`config.mk`:
```
export PLATFORM = sky130hd
export DESIGN_NAME = udp_stream_sorter
export DESIGN_NICKNAME = d
export VERILOG_FILES = /design/src/rtl/udp_stream_sorter_pkg.sv /design/src/rtl/udp_stream_sorter_dp.sv /design/src/rtl/udp_stream_sorter_ctl.sv /design/src/rtl/udp_stream_sorter.sv
export SDC_FILE = /design/constraint.sdc
export NUM_CORES = 1
export LEC_CHECK = 0
export ABC_AREA = 0
export BUFFER_PORTS_ARGS = -buffer_cell sky130_fd_sc_hd__buf_4
export CORE_MARGIN = 1.5
export CORE_UTILIZATION = 45
export DETAILED_ROUTE_END_ITERATION = 8
export GPL_TIMING_DRIVEN = 0
export PLACE_DENSITY = 0.6
export SYNTH_ARGS = -nofsm -noshare
export SYNTH_HDL_FRONTEND = slang
export SYNTH_SLANG_ARGS = --single-unit
```
`constraint.sdc`:
```
create_clock -name clk -period 5.2 [get_ports clk]
set_input_delay 1.56 -clock clk [delete_from_list [all_inputs] [get_ports clk]]
set_output_delay 1.56 -clock clk [all_outputs]
set_load 0.02 [all_outputs]
```
`src/rtl/udp_stream_sorter_pkg.sv`:
```
package udp_stream_sorter_pkg;
  localparam int BYTE_W    = 8;
  localparam int IDX_W     = 16;
  localparam int SMP_W     = 16;
  localparam int REC_W     = IDX_W + 2 * SMP_W;
  localparam int REC_BYTES = REC_W / BYTE_W;
  localparam int HDR_BYTES = 42;
  localparam int ETH_BYTES = 14;
  localparam int CNT_W     = $clog2(HDR_BYTES + 1);
  localparam int REC_CNT_W = $clog2(REC_BYTES);

  typedef enum logic [1:0] {PATH_CTL, PATH_ARP, PATH_DS} pathT;

  typedef enum logic [2:0] {ST_HDR, ST_DECIDE, ST_REPLAY, ST_PASS, ST_DS} stateT;

  typedef struct packed {
    logic             capture;
    logic [CNT_W-1:0] capIdx;
    logic [CNT_W-1:0] hdrLen;
    logic [CNT_W-1:0] rdIdx;
    logic             useBuf;
    logic             asmShift;
    logic             asmEmit;
  } dpCtlT;
endpackage

```
`src/rtl/udp_stream_sorter_dp.sv`:
```
module udp_stream_sorter_dp
  import udp_stream_sorter_pkg::*;
#(
  parameter logic [15:0] PORT_LO = 16'd30000,
  parameter logic [15:0] PORT_HI = 16'd30255
) (
  input  logic              clk,
  input  logic              rstN,
  input  logic [BYTE_W-1:0] inData,
  input  dpCtlT             ctl,
  input  logic              dsReady,
  output logic              isArp,
  output logic              isDs,
  output logic              dsBusy,
  output logic [BYTE_W-1:0] byteOut,
  output logic [IDX_W-1:0]  dsIndex,
  output logic [2*SMP_W-1:0] dsIq,
  output logic              dsValid
);
  logic [BYTE_W-1:0] hdrBuf [HDR_BYTES];
  logic [REC_W-BYTE_W-1:0] asmReg;
  logic [15:0] etherType;
  logic [15:0] dstPort;

  always_ff @(posedge clk) begin
    if (ctl.capture) hdrBuf[ctl.capIdx] <= inData;
  end

  always_comb begin
    etherType = {hdrBuf[12], hdrBuf[13]};
    dstPort   = {hdrBuf[36], hdrBuf[37]};
    isArp = (ctl.hdrLen >= CNT_W'(ETH_BYTES)) && (etherType == 16'h0806);
    isDs  = (ctl.hdrLen == CNT_W'(HDR_BYTES)) && (etherType == 16'h0800)
            && (hdrBuf[14][3:0] == 4'd5) && (hdrBuf[23] == 8'd17)
            && (dstPort >= PORT_LO) && (dstPort <= PORT_HI);
    byteOut = ctl.useBuf ? hdrBuf[ctl.rdIdx] : inData;
    dsBusy  = dsValid && !dsReady;
  end

  always_ff @(posedge clk or negedge rstN) begin
    if (!rstN) begin
      asmReg  <= '0;
      dsIndex <= '0;
      dsIq    <= '0;
      dsValid <= 1'b0;
    end else begin
      if (ctl.asmShift) asmReg <= {asmReg[REC_W-2*BYTE_W-1:0], inData};
      if (ctl.asmEmit) begin
        {dsIndex, dsIq} <= {asmReg, inData};
        dsValid <= 1'b1;
      end else if (dsReady) begin
        dsValid <= 1'b0;
      end
    end
  end

  AST_DS_HOLD: assert property (@(posedge clk) disable iff (!rstN)
    (dsValid && !dsReady) |=> (dsValid && $stable(dsIndex) && $stable(dsIq)));
  AST_NO_OVERWRITE: assert property (@(posedge clk) disable iff (!rstN)
    ctl.asmEmit |-> !(dsValid && !dsReady));
endmodule

```
`src/rtl/udp_stream_sorter_ctl.sv`:
```
module udp_stream_sorter_ctl
  import udp_stream_sorter_pkg::*;
(
  input  logic  clk,
  input  logic  rstN,
  input  logic  inValid,
  input  logic  inLast,
  input  logic  isArp,
  input  logic  isDs,
  input  logic  dsBusy,
  input  logic  arpReady,
  input  logic  ctlReady,
  output logic  inReady,
  output logic  arpValid,
  output logic  arpLast,
  output logic  ctlValid,
  output logic  ctlLast,
  output dpCtlT dp
);
  stateT st;
  pathT  path;
  logic [CNT_W-1:0]     hdrCnt;
  logic [CNT_W-1:0]     hdrLen;
  logic [CNT_W-1:0]     rdIdx;
  logic [REC_CNT_W-1:0] asmCnt;
  logic sawLast;
  logic selReady, byteValid, byteLast, accept, lastRead, recDone;

  always_comb begin
    selReady  = (path == PATH_ARP) ? arpReady : ctlReady;
    lastRead  = (rdIdx == hdrLen - 1'b1);
    recDone   = (asmCnt == REC_CNT_W'(REC_BYTES - 1));
    byteValid = 1'b0;
    byteLast  = 1'b0;
    inReady   = 1'b0;
    case (st)
      ST_HDR:    inReady = 1'b1;
      ST_REPLAY: begin
        byteValid = 1'b1;
        byteLast  = sawLast && lastRead;
      end
      ST_PASS: begin
        byteValid = inValid;
        byteLast  = inLast;
        inReady   = selReady;
      end
      ST_DS:     inReady = !(recDone && dsBusy);
      default:   inReady = 1'b0;
    endcase
    accept   = inValid && inReady;
    arpValid = byteValid && (path == PATH_ARP);
    ctlValid = byteValid && (path == PATH_CTL);
    arpLast  = byteLast && (path == PATH_ARP);
    ctlLast  = byteLast && (path == PATH_CTL);

    dp.capture  = (st == ST_HDR) && accept;
    dp.capIdx   = hdrCnt;
    dp.hdrLen   = hdrLen;
    dp.rdIdx    = rdIdx;
    dp.useBuf   = (st == ST_REPLAY);
    dp.asmShift = (st == ST_DS) && accept;
    dp.asmEmit  = (st == ST_DS) && accept && recDone;
  end

  always_ff @(posedge clk or negedge rstN) begin
    if (!rstN) begin
      st      <= ST_HDR;
      path    <= PATH_CTL;
      hdrCnt  <= '0;
      hdrLen  <= '0;
      rdIdx   <= '0;
      asmCnt  <= '0;
      sawLast <= 1'b0;
    end else begin
      case (st)
        ST_HDR: if (accept) begin
          if (inLast || hdrCnt == CNT_W'(HDR_BYTES - 1)) begin
            hdrLen  <= hdrCnt + 1'b1;
            sawLast <= inLast;
            hdrCnt  <= '0;
            st      <= ST_DECIDE;
          end else begin
            hdrCnt <= hdrCnt + 1'b1;
          end
        end
        ST_DECIDE: begin
          rdIdx  <= '0;
          asmCnt <= '0;
          if (isDs) begin
            path <= PATH_DS;
            st   <= sawLast ? ST_HDR : ST_DS;
          end else begin
            path <= isArp ? PATH_ARP : PATH_CTL;
            st   <= ST_REPLAY;
          end
        end
        ST_REPLAY: if (selReady) begin
          if (lastRead) st <= sawLast ? ST_HDR : ST_PASS;
          else rdIdx <= rdIdx + 1'b1;
        end
        ST_PASS: if (accept && inLast) st <= ST_HDR;
        ST_DS: if (accept) begin
          asmCnt <= (recDone || inLast) ? '0 : asmCnt + 1'b1;
          if (inLast) st <= ST_HDR;
        end
        default: st <= ST_HDR;
      endcase
    end
  end

  AST_NO_EARLY: assert property (@(posedge clk) disable iff (!rstN)
    (st == ST_HDR || st == ST_DECIDE) |-> (!arpValid && !ctlValid));
  AST_HDR_RANGE: assert property (@(posedge clk) disable iff (!rstN)
    (hdrCnt < CNT_W'(HDR_BYTES)) && (hdrLen <= CNT_W'(HDR_BYTES)));
  AST_REPLAY_RANGE: assert property (@(posedge clk) disable iff (!rstN)
    (st == ST_REPLAY) |-> (rdIdx < hdrLen));
  AST_ARP_HOLD: assert property (@(posedge clk) disable iff (!rstN)
    (st == ST_REPLAY && arpValid && !arpReady) |=> (arpValid && $stable(rdIdx)));
  AST_CTL_HOLD: assert property (@(posedge clk) disable iff (!rstN)
    (st == ST_REPLAY && ctlValid && !ctlReady) |=> (ctlValid && $stable(rdIdx)));
  AST_ARP_END: assert property (@(posedge clk) disable iff (!rstN)
    (arpValid && arpReady && arpLast) |=> (st == ST_HDR));
endmodule

```
`src/rtl/udp_stream_sorter.sv`:
```
module udp_stream_sorter
  import udp_stream_sorter_pkg::*;
#(
  parameter logic [15:0] PORT_LO = 16'd30000,
  parameter logic [15:0] PORT_HI = 16'd30255
) (
  input  logic        clk,
  input  logic        rstN,
  input  logic [7:0]  inData,
  input  logic        inValid,
  input  logic        inLast,
  output logic        inReady,
  output logic [15:0] dsIndex,
  output logic [31:0] dsIq,
  output logic        dsValid,
  input  logic        dsReady,
  output logic [7:0]  arpData,
  output logic        arpValid,
  output logic        arpLast,
  input  logic        arpReady,
  output logic [7:0]  ctlData,
  output logic        ctlValid,
  output logic        ctlLast,
  input  logic        ctlReady
);
  dpCtlT dpCtl;
  logic isArp, isDs, dsBusy;
  logic [BYTE_W-1:0] byteOut;

  udp_stream_sorter_ctl i_ctl (
    .clk(clk), .rstN(rstN), .inValid(inValid), .inLast(inLast),
    .isArp(isArp), .isDs(isDs), .dsBusy(dsBusy),
    .arpReady(arpReady), .ctlReady(ctlReady), .inReady(inReady),
    .arpValid(arpValid), .arpLast(arpLast), .ctlValid(ctlValid),
    .ctlLast(ctlLast), .dp(dpCtl)
  );

  udp_stream_sorter_dp #(.PORT_LO(PORT_LO), .PORT_HI(PORT_HI)) i_dp (
    .clk(clk), .rstN(rstN), .inData(inData), .ctl(dpCtl), .dsReady(dsReady),
    .isArp(isArp), .isDs(isDs), .dsBusy(dsBusy), .byteOut(byteOut),
    .dsIndex(dsIndex), .dsIq(dsIq), .dsValid(dsValid)
  );

  assign arpData = byteOut;
  assign ctlData = byteOut;
endmodule

```
# Word-level counts from Yosys, hierarchy flattened
# Memories as Yosys holds them, arrays and structs flattened.
# Cells that the tools add are included.
[classes] addsub=4 n_reduce_logical=32 eq_ne=21 mux=29 n_lt_le_gt_ge=3
[op_table] operator="$mux 3" count=11
[op_table] operator="$eq 16x12->1 const B" count=2
[op_table] operator="$logic_and 1x1->1" count=18
[op_table] operator="$mux 6" count=3
[op_table] operator="$ge 16x15->1 const B" count=1
[op_table] operator="$le 16x15->1 const B" count=1
[op_table] operator="$pmux 3 s5" count=1
[op_table] operator="$add 6x1->6 const B" count=2
[op_table] operator="$eq 6x6->1 const B" count=2
[op_table] operator="$pmux 6 s2" count=1
[op_table] operator="$ne 2x2->1 const B" count=5
[op_table] operator="$eq 8x5->1 const B" count=1
[op_table] operator="$mux 8" count=1
[op_table] operator="$reduce_and 7->1" count=1
[op_table] operator="$eq 3x2->1 const B" count=2
[op_table] operator="$eq 3x3->1 const B" count=2
[op_table] operator="$eq 6x6->1" count=1
[op_table] operator="$ge 6x4->1 const B" count=1
[op_table] operator="$mux 1" count=6
[op_table] operator="$ne 2x1->1 const B" count=3
[op_table] operator="$pmux 3 s2" count=1
[op_table] operator="$reduce_and 3->1" count=2
[op_table] operator="$reduce_bool 2->1" count=3
[op_table] operator="$sub 6x1->6 const B" count=1
[op_table] operator="other kinds (12)" count=17
[totals] ff_bits=116 out_inout_bits=70 input_bits=15 mem_bits_rw=336 n_memories=1 elab_cells=101
[memory_table] name="i_dp.hdrBuf" words=42 word_bits=8 rd=7 rd_ports_with_merged_regs=0 write_ports=1 line_no="udp_stream_sorter_dp.sv:20" rtl="logic [BYTE_W-1:0] hdrBuf [HDR_BYTES];"

# Logic depth before layout (Yosys ltp)
[depth] word_depth=9 depth_mapped=11 ltp_nobuf=8

# Modules after synthesis
# Synthesis repeated with hierarchy kept, for this count alone.
[unflattened] cells_unflattened=1082 hier_area_um2=19162.1
[by_module_without_submodules] mod="udp_stream_sorter_dp" area_each_um2=17414.2 seq_area_each_um2=12797.3 instances=1 cells_per_inst=889
[by_module_without_submodules] mod="udp_stream_sorter_ctl" area_each_um2=1687.9 seq_area_each_um2=675.6 instances=1 cells_per_inst=185
[by_module_without_submodules] mod="udp_stream_sorter" area_each_um2=60.1 seq_area_each_um2=0.0 instances=1 cells_per_inst=8

# Least setup slack after synthesis
# No wires, ideal clock.
[synth_path] path_kind="in2out" from="input port dsReady" to="output port inReady" path_buffers=0 arrival_ns=2.327 path_slack_ns=1.313 t_required_ns=3.640 path_stages=2 path_cell_list="and4b_1 o32ai_1"
[synth_via] elab_chain_len=5
[synth_rtl] item="start: declaration" line_no="udp_stream_sorter.sv:16" rtl="input logic dsReady,"
[synth_rtl] item="$logic_not 1->1" line_no="udp_stream_sorter_dp.sv:37" rtl="dsBusy = dsValid && !dsReady;"
[synth_rtl] item="$logic_and 1x1->1" line_no="udp_stream_sorter_dp.sv:37"
[synth_rtl] item="$logic_and 1x1->1" line_no="udp_stream_sorter_ctl.sv:47" rtl="ST_DS: inReady = !(recDone && dsBusy);"
[synth_rtl] item="$logic_not 1->1" line_no="udp_stream_sorter_ctl.sv:47"
[synth_rtl] item="$pmux 1 s3" line_no="udp_stream_sorter_ctl.sv:36" rtl="case (st)"
[synth_rtl] item="end: declaration" line_no="udp_stream_sorter.sv:12" rtl="output logic inReady,"
# No other way between the ends.

# Worst setup path after layout
[layout_path] from="register i_ctl.rdIdx[1]" to="output port ctlData[2]"
[layout_via] elab_chain_len=2
[layout_rtl] item="start: declaration" line_no="udp_stream_sorter_ctl.sv:24" rtl="logic [CNT_W-1:0] rdIdx;"
[layout_rtl] item="start signal: assignment" line_no="udp_stream_sorter_ctl.sv:99" rtl="else rdIdx <= rdIdx + 1'b1;"
[layout_rtl] item="$mem_v2 42x8"
[layout_rtl] item="$mux 8" line_no="udp_stream_sorter_dp.sv:36" rtl="byteOut = ctl.useBuf ? hdrBuf[ctl.rdIdx] : inData;"
[layout_rtl] item="end: declaration" line_no="udp_stream_sorter.sv:21" rtl="output logic [7:0] ctlData,"
# No other way between the ends.

==> metrics.csv <==
metric,value,unit
synth.distinct_cells,57,
cts_tree,yes,
top_usage_layer,met2,
power_density,491.7,mW/mm²
ff2ff_path_depth,4,
syn_inst,1158,
start_util,45.43,%
cts-root-buf,clkbuf_16,
setup_slack,134.6,ps
p_int,7.425,mW
drive_gt1_share,23.04,%
p_leak,8.126,nW
grt_pass1_wl,69350,µm
cp_max_fo,10,
fin_tns_setup,0,ps
placed_area,0.02031,mm²
die_area,0.04340,mm²
wl_per_cell,24.94,µm
drc,0,
layout.nets,1315,
tightestPinTransition,1090,ps
fin_area,0.02185,mm²
grt_use_met1,29.01,%
end_kind,output port,
fin_util,52.33,%
crit_type,reg2out,
die_h,208.3,µm
clock_latency,590,ps
syn_to_final_growth,15.18,%
grt_util_met2,35.59,%
grt_overflow,0,
synthesis.area,0.01897,mm²
syn_nets,1180,
power_frac_seq,39.3,%
clk_pin_slew,60,ps
status,"finished, final reports clean",
core.rowCount,75,
ys_ff_latch,468,
holdWs,484.6,ps
dp_cells,1782,
critPathArrivalTime,3510,ps
switchingPower,3.318,mW
nFillCells,3380,
finalMaxSlewViolations,0,
skew,17.73,ps
combPwrFrac,29.3,%
grt_pass1_vias,10730,
finalSetupViolations,0,
slew_headroom,27.05,%
required,3640,ps
n_antenna_cell,0,
min_period,5065,ps
yosysSeqAreaShare,71.01,%
routed_wl,46570,µm
routed_via_density,5.660,
hpwlAfterDp,30660,µm
drv_cap,0,
final_cells,1867,
ys_async_sr_fraction,24.79,%
clkSinkCount,468,
grtUsageTotal,21.88,%
htree_levels,2,
ys_dominant_reg_cell,edfxtp_1,
antenna_found_initial,0,
drtPass1Iterations,5,
report.final.hold_viol_count,0,
cts_buffers,48,
fin_crit_sh,97.41,%
core-area,0.04176,mm²
grtUsageMet3,4.423,%
cts.path.max_buffers,3,
drt-initial-drc-count,863,
postCtsSetupBuffers,0,
avgSynthCellArea,16.38,µm²
ys.warnings.count,0,
startpoint_type,flip-flop,
rsz0062_at_grt,no,
seq_area,0.01347,mm²
place_congestion,0.8862,
grt_max_degree,69,
hp-class,reg2reg,
pre_cts_ws,352.6,ps
sw_frac_of_total,30.89,%
dieWidth,208.3,µm
io_buffers,84,
ant_nets,0,
fmax,0.1974,GHz
finalPower,10.74,mW
clock_power_share,31.4,%
irDropWorstVdd,0.2698,mV
min_path_cells,2,
dr_total_vias,10570,
io_pins,85,
synth-edff-count,352,
multiInputGateArea,0.005039,mm²
[per-layer routing]
metal / share of wire (%) / vias up
li1: - / 4713
met1: 42 / 5412
met2: 49 / 353
met3: 6.3 / 90
met4: 3.3 / 0
met5: 0 / -
[power by group through the flow]
| stage | Clock [mW] | Sequential, mW | Combinational [mW] |
|---|---|---|---|
| after floorplan | 0 | 4.27 | 2.08 |
| after global placement | 0 | 4.29 | 3.14 |
| after detailed placement | 0 | 4.30 | 3.16 |
| after CTS | 3.42 | 4.22 | 3.16 |
| after global routing | 3.57 | 4.23 | 3.33 |
| final | 3.37 | 4.22 | 3.15 |
[placed cells by master (no fill, tap or decap), types with 6 or more instances in the layout]
cell and instances:
edfxtp_1 352, nand2_1 160, dfrtp_1 116, buf_4 94, nor2_1 78, mux4_2 61, mux2_2 50, clkbuf_16 50
mux2i_1 47, clkbuf_1 41, a21oi_1 25, o21ai_0 17, a211oi_1 16, buf_2 13, nand3_1 11, mux4_1 11
inv_1 10, a22oi_1 10, o22ai_1 9, o221ai_1 8, a22o_1 8, clkinv_1 8, a221o_1 7, nand4_1 7
xnor2_1 7, o31ai_1 7, ha_1 7, buf_6 6, clkinv_2 6
[synth_stat cells, types with 3 or more instances]
library cell	number	area share (%)
mux4_1	11	1.5
and4b_1	3	0.16
clkbuf_1	33	0.65
a211oi_1	16	0.63
buf_2	13	0.34
nand2b_1	5	0.16
or4_1	3	0.12
xnor2_1	7	0.32
a22oi_1	10	0.40
buf_6	4	0.24
buf_4	12	0.47
nor4_1	3	0.099
o221ai_1	8	0.37
nand3_1	11	0.29
nor2b_1	5	0.16
edfxtp_1	352	56
nor4b_1	3	0.14
nand2_1	160	3.2
inv_1	10	0.20
nand3b_1	5	0.20
o211ai_1	3	0.12
mux2_2	50	3.0
o21ai_0	17	0.45
mux4_2	61	7.2
nand4_1	7	0.23
nor2_1	78	1.5
a221o_1	7	0.37
ha_1	7	0.46
a21oi_1	25	0.66
nor3_1	5	0.13
o31ai_1	7	0.28
mux2i_1	47	2.5
nand4b_1	3	0.14
xor2_1	3	0.14
o22ai_1	9	0.30
dfrtp_1	116	15
buf_1	4	0.079
buf_12	4	0.42
a22o_1	8	0.37
[sequential cells by signal, summed over array words and instances (netlist names), 2 cells and up]
signal        cells
i_ctl.asmCnt      3
i_ctl.hdrCnt      6
i_ctl.hdrLen      6
i_ctl.path        2
i_ctl.rdIdx       6
i_ctl.st          3
i_dp.asmReg      40
i_dp.dsIndex     16
i_dp.dsIq        32
i_dp.hdrBuf     352
[critical path, stage by stage, from the launching register on]
cell	delay, ps
dfrtp_1	500
buf_2	350
clkbuf_4	350
mux4_2	360
mux2i_1	420
nor2_1	90
a21oi_1	140
nor2_1	100
a221o_1	320
buf_4	140
buf_4	140
[kinds of logic (layout without fill, tap and decap cells)]
group                    count (synthesis)  after routing  share of synthesized area [%]
flip-flops                             468            468                          71.01
AND/OR/NAND/NOR                        304            304                          7.077
multiplexers                           169            169                          14.21
AO/OA/AOI/OAI                          119            119                          4.346
buffers and inverters                   81            251                          2.427
XOR/XNOR                                10             10                         0.4617
adder cells (fa/ha/maj)                  7              7                         0.4616
[final cells by class]
class | instances | share of cell area [%]
plain buffers | 70 | 1.975
clock buffers | 63 | 5.995
clock inverters | 22 | 1.008
inverters | 11 | 0.1890
multi-input cells | 609 | 23.06
flip-flops and latches | 468 | 61.66
well taps | 539 | 3.086
repair buffers | 85 | 3.029
[final timing paths]
path                                              from                           end  slack (ps)
max in group asynchronous                         rstN  i_dp.dsIndex[14]$_DFFE_PN0P_        3590
max reg2reg                    i_ctl.st[2]$_DFFE_PN0P_  i_dp.hdrBuf[31][0]$_DFFE_PP_        1960
min in group asynchronous                         rstN     i_dp.dsIq[30]$_DFFE_PN0P_         910
min                        i_dp.asmReg[35]$_DFFE_PN0P_   i_dp.asmReg[35]$_DFFE_PN0P_         480
min reg2reg                i_dp.asmReg[35]$_DFFE_PN0P_   i_dp.asmReg[35]$_DFFE_PN0P_         480
max                         i_ctl.rdIdx[1]$_DFFE_PN0P_                    ctlData[2]         130
[repair_timing]
action	in CTS	in global routing
gates cloned	0	0
endpoints found under the hold margin	0	0
setup endpoints to repair	13	5
resized for setup	3	7
hold buffers	0	0
(Power assumes the default switching activity.)
